## config.mk

```make
export PLATFORM = sky130hd
export DESIGN_NAME = ivt_top
export DESIGN_NICKNAME = d
export VERILOG_FILES = /design/src/rtl/ivt_pkg.sv /design/src/rtl/ivt_regdec.sv /design/src/rtl/ivt_core.sv /design/src/rtl/ivt_rdmux.sv /design/src/rtl/ivt_top.sv
export SDC_FILE = /design/constraint.sdc
export NUM_CORES = 1
export LEC_CHECK = 0
export CAP_MARGIN = 5
export CELL_PAD_IN_SITES_DETAIL_PLACEMENT = 0
export CELL_PAD_IN_SITES_GLOBAL_PLACEMENT = 1
export CORE_AREA = 2 2 117 119
export CTS_BUF_LIST = sky130_fd_sc_hd__clkbuf_4 sky130_fd_sc_hd__clkbuf_8
export DETAILED_ROUTE_END_ITERATION = 16
export DIE_AREA = 0 0 119 121
export DONT_BUFFER_PORTS = 1
export PLACE_DENSITY = 0.55
export REMOVE_ABC_BUFFERS = 1
export SLEW_MARGIN = 20
export SYNTH_ARGS = -nofsm -noshare
export SYNTH_HDL_FRONTEND = slang
export SYNTH_HIERARCHICAL = 1
export SYNTH_SLANG_ARGS = --single-unit
```

## constraint.sdc

```tcl
create_clock -name clk -period 3.13 [get_ports clk]
set_input_delay 0.626 -clock clk [delete_from_list [all_inputs] [get_ports clk]]
set_output_delay 0.626 -clock clk [all_outputs]
set_load 0.05 [all_outputs]
```

## src/rtl/ivt_pkg.sv

```systemverilog
package ivt_pkg;
    localparam int ADDR_W = 2;

    localparam logic [ADDR_W-1:0] A_COUNT = 2'd0;
    localparam logic [ADDR_W-1:0] A_LIMIT = 2'd1;
    localparam logic [ADDR_W-1:0] A_CTRL  = 2'd2;

    localparam int IE_BIT   = 0;
    localparam int RUN_BIT  = 1;
    localparam int PEND_BIT = 3;
endpackage

```

## src/rtl/ivt_regdec.sv

```systemverilog
module ivt_regdec
    import ivt_pkg::*;
(
    input  logic              wr_en,
    input  logic [ADDR_W-1:0] addr,
    output logic              cnt_we,
    output logic              lim_we,
    output logic              ctl_we
);
    always_comb begin
        cnt_we = wr_en && (addr == A_COUNT);
        lim_we = wr_en && (addr == A_LIMIT);
        ctl_we = wr_en && (addr == A_CTRL);
    end
endmodule

```

## src/rtl/ivt_core.sv

```systemverilog
module ivt_core
    import ivt_pkg::*;
#(
    parameter int W = 32
) (
    input  logic         clk,
    input  logic         rst_n,
    input  logic         cnt_we,
    input  logic         lim_we,
    input  logic         ctl_we,
    input  logic [W-1:0] wdata,
    output logic [W-1:0] cnt_o,
    output logic [W-1:0] lim_o,
    output logic         ie_o,
    output logic         run_o,
    output logic         pend_o
);
    localparam logic [W-1:0] STEP = W'(1);

    typedef struct packed {
        logic [W-1:0] cnt;
        logic [W-1:0] lim;
        logic         ie;
        logic         run;
        logic         pend;
    } state_t;

    state_t st_d, st_q;
    logic   hit;

    always_comb begin
        st_d = st_q;
        hit  = (st_q.cnt == st_q.lim);
        // advance or wrap when running
        if (st_q.run) begin
            if (hit) begin
                st_d.cnt  = '0;
                st_d.pend = 1'b1;
            end else begin
                st_d.cnt = st_q.cnt + STEP;
            end
        end
        // software writes win over the counter path
        if (cnt_we) st_d.cnt = wdata;
        if (lim_we) st_d.lim = wdata;
        if (ctl_we) begin
            st_d.ie   = wdata[IE_BIT];
            st_d.run  = wdata[RUN_BIT];
            st_d.pend = 1'b0;
        end
    end

    always_ff @(posedge clk or negedge rst_n) begin
        if (!rst_n) st_q <= '0;
        else        st_q <= st_d;
    end

    assign cnt_o  = st_q.cnt;
    assign lim_o  = st_q.lim;
    assign ie_o   = st_q.ie;
    assign run_o  = st_q.run;
    assign pend_o = st_q.pend;
endmodule

```

## src/rtl/ivt_rdmux.sv

```systemverilog
module ivt_rdmux
    import ivt_pkg::*;
#(
    parameter int W = 32
) (
    input  logic [ADDR_W-1:0] addr,
    input  logic [W-1:0]      cnt,
    input  logic [W-1:0]      lim,
    input  logic              ie,
    input  logic              run,
    input  logic              pend,
    output logic [W-1:0]      rdata
);
    logic [W-1:0] ctl_word;

    always_comb begin
        ctl_word           = '0;
        ctl_word[IE_BIT]   = ie;
        ctl_word[RUN_BIT]  = run;
        ctl_word[PEND_BIT] = pend;
        case (addr)
            A_COUNT: rdata = cnt;
            A_LIMIT: rdata = lim;
            A_CTRL:  rdata = ctl_word;
            default: rdata = '0;
        endcase
    end
endmodule

```

## src/rtl/ivt_top.sv

```systemverilog
module ivt_top
    import ivt_pkg::*;
#(
    parameter int W = 32
) (
    input  logic              clk,
    input  logic              rst_n,
    input  logic              wr_en,
    input  logic [ADDR_W-1:0] addr,
    input  logic [W-1:0]      wdata,
    output logic [W-1:0]      rdata,
    output logic              irq
);
    logic         cnt_we, lim_we, ctl_we;
    logic [W-1:0] cnt_q, lim_q;
    logic         ie_q, run_q, pend_q;

    ivt_regdec u_dec (
        .wr_en  (wr_en),
        .addr   (addr),
        .cnt_we (cnt_we),
        .lim_we (lim_we),
        .ctl_we (ctl_we)
    );

    ivt_core #(.W(W)) u_core (
        .clk    (clk),
        .rst_n  (rst_n),
        .cnt_we (cnt_we),
        .lim_we (lim_we),
        .ctl_we (ctl_we),
        .wdata  (wdata),
        .cnt_o  (cnt_q),
        .lim_o  (lim_q),
        .ie_o   (ie_q),
        .run_o  (run_q),
        .pend_o (pend_q)
    );

    ivt_rdmux #(.W(W)) u_rd (
        .addr  (addr),
        .cnt   (cnt_q),
        .lim   (lim_q),
        .ie    (ie_q),
        .run   (run_q),
        .pend  (pend_q),
        .rdata (rdata)
    );

    assign irq = pend_q & ie_q;
endmodule

```

==> results.yml <==
drt:
  drt_first_pass_iters: 4
  drc: 0
  first_iter_violations: 202
  ant_nets: 0
  num_vias: 3739
  vias_per_cell: 5.51
  wl_um: 13800
  wl_per_cell_um: 20.4
clock_tree:
  clock_latency_ns: 0.38
  cts.sinks: 67
  clockBufferDepth: 2
  clk_pin_slew_worst_paths_ns: 0.08
  htree_levels: 3
  numCtsBuffers: 9
  tritoncts: "yes"
  cts_setup_buffers: 0
  root_buffer: "clkbuf_8"
global_routing:
  gr-max-usage-layer: "met2"
  gr-total-overflow: 0
  use_met3: 0.0578
  grt_usage: 0.202
  grtUsageMet1: 0.273
  grt_max_degree: 68
  grt_pass1_wl_um: 22000
  use_met2: 0.310
  first_global_vias: 3744
  antenna_found_initial: 0
worst_setup_path:
  path_max_fanout: 15
  rrSetupSlack_ns: 0.56
  critical-path-slowest-cell: "nor4_1"
  start_kind: "flip-flop"
  arrival_ns: 2.84
  crit_family: "simple AND/OR/NAND/NOR gates"
  r2r-start: "u_core/cnt_o[8]$_DFFE_PN0P_"
  reg2regPathDepth: 6
  path_depth: 6
  r2r_end: "u_core/cnt_o[7]$_DFFE_PN0P_"
  crit_buf_inv: 0
  crit_required_ns: 3.40
  crit_type: "flip-flop to flip-flop"
  max_stage_delay_ns: 0.50
  setup.worst_path.end_class: "flip-flop"
  crit_chain: "xor2_1, nor4_1, nand4_1, or2_1, and3_1, o32a_1"
floorplanning:
  dieArea_um2: 14400
  initial_core_util: 0.345
  design.portCount: 70
  fp.dieH_um: 121
  core-area_um2: 13100
  row_count: 42
  die_width_um: 119
sta:
  finalSetupViolations: 0
  worst_slew_pin_slew_ns: 0.692
  relSlewSlack: 0.535
  rsz0062_at_grt: "no"
  period_share: 0.822
  fmax_mhz: 389
  final_hold_viol_count: 0
  finClkSkew_ns: 0.0112
  min_period_ns: 2.57
  drv_slew: 0
final_layout:
  syn_to_final_growth_pct: 12.8
  finish.utilization: 0.389
  diodes: 0
  fin_cells: 679
  fin_nets: 536
  fin_area_um2: 5090
  drive_gt1_frac: 0.217
synthesis:
  syn_inst: 472
  synth_area_um2: 4510
  synthTopCellsByArea: "dfrtp_1, mux2_2, mux2i_1"
  yosysMostFrequentCell: "dfrtp_1"
  ys_seq_elements: 67
  synth_cell_types: 57
  synth_edf_count: 0
  yosysWarnings: 6
  avgSynthCellArea_um2: 9.56
  synth_seq_area_share: 0.371
  yosysTopAreaCell: "dfrtp_1"
  synth_ff_type: "dfrtp_1"
  async_flop_share: 1.00
  synth_commonest_cells: "dfrtp_1, nor2_1, nand2_1"
  synth_top_area_share: 0.371
placed_design:
  placed_cells: 662
  place_area_um2: 4860
  io_buffers: 0
  gp_congestion: 0.865
  dpl.hpwl_um: 9690
power:
  p_leak_nw: 2.14
  clockPowerShare: 0.224
  pwr-share-seq: 0.388
  peakVddDrop_mv: 0.307
  p_comb_frac: 0.388
  p_int_w: 0.00195
  p_per_area_nw_per_um2: 654
  switching_power_w: 0.00139
  p_sw_frac: 0.416
job:
  cap_violations: 0
outcome:
  status: "complete, no violations"
worst_hold_path:
  min_path_type: "input port to asynchronous set/reset pin"
-- how the worst max path moves through the flow --
stage                                 startpoint                      endpoint  slack, ns
finish               u_core/cnt_o[8]$_DFFE_PN0P_   u_core/cnt_o[7]$_DFFE_PN0P_       0.56
global route        u_core/cnt_o[24]$_DFFE_PN0P_   u_core/cnt_o[7]$_DFFE_PN0P_       0.44
CTS                  u_core/cnt_o[8]$_DFFE_PN0P_   u_core/cnt_o[7]$_DFFE_PN0P_       0.61
detailed placement   u_core/cnt_o[8]$_DFFE_PN0P_   u_core/cnt_o[5]$_DFFE_PN0P_       0.61
global placement     u_core/cnt_o[8]$_DFFE_PN0P_   u_core/cnt_o[7]$_DFFE_PN0P_       0.64
floorplan                                addr[0]  u_core/cnt_o[27]$_DFFE_PN0P_      -0.33
-- cells by family after synthesis --
| group | synth area share |
|---|---|
| AO/OA/AOI/OAI | 0.143 |
| XOR/XNOR | 0.0621 |
| adder cells (fa/ha/maj) | 0.00277 |
| buffers and inverters | 0.0607 |
| flip-flops | 0.371 |
| multiplexers | 0.158 |
| AND/OR/NAND/NOR | 0.202 |
-- worst register-to-register path, cell delays in order, from the launching register on --
cell,delay [ns]
dfrtp_1,0.46
xor2_1,0.24
nor4_1,0.50
nand4_1,0.18
or2_1,0.47
and3_1,0.28
o32a_1,0.33
-- final cells by class --
cell class	count	area [um^2]
Timing Repair Buffer	48	380
Fill cell	1331	7990
Multi-Input combinational cell	360	2570
Tap cell	176	220
Clock buffer	15	194
Clock inverter	1	5.00
Sequential cell	67	1680
Inverter	12	45.0
-- registers in the layout, indices dropped and copies added, names as in the netlist --
signal,flops
u_core/ie_o,1
u_core/cnt_o,32
u_core/lim_o,32
u_core/run_o,1
u_core/pend_o,1
-- per-layer routing --
layer	vias up	wire length, um
li1	1775	-
met1	1844	6500
met2	108	6250
met3	12	869
met4	0	197
met5	-	0
-- repair_timing --
action	4_1_cts	5_1_grt
resized for setup	0	0
hold buffers	1	0
hold endpoints to repair	67	0
-- stage by stage --
stage / hold WS (ns) / setup slack [ns] / TNS, ns / power, W
after global placement: 0.334 / 0.642 / 0 / 0.00257
after global routing: 0.135 / 0.438 / 0 / 0.00355
after floorplan: 0.330 / -0.327 / -3.38 / 0.00218
after CTS: 0.139 / 0.605 / 0 / 0.00336
final: 0.118 / 0.558 / 0 / 0.00333
after detailed placement: 0.334 / 0.614 / 0 / 0.00258
-- layout by cell type, fill, tap and decap left out, drive strengths merged, types with 3 or more instances in the layout --
master    n
nor2     38
dfrtp    67
buf      48
inv      11
a21oi    23
nand3    19
o22ai     3
o22a      9
a21o      9
or3       8
mux2     34
a211o     4
o211ai    3
xor2     32
and2      6
a32oi     5
o32a      3
nor3b     4
clkbuf   15
nand2    36
o2bb2ai   3
and3      4
o21ai    16
nor3      9
nand4    10
and4      4
nor4     12
a2bb2oi   7
nand3b    3
mux2i    33
-- power groups by stage --
stage	logic (W)	clock network (W)	registers [W]
after floorplan	0.000946	0	0.00124
after global placement	0.00127	0	0.00130
after detailed placement	0.00127	0	0.00131
after CTS	0.00130	0.000766	0.00129
after global routing	0.00141	0.000808	0.00133
final	0.00129	0.000746	0.00129
Note: power is estimated with default switching activity, not from simulation.
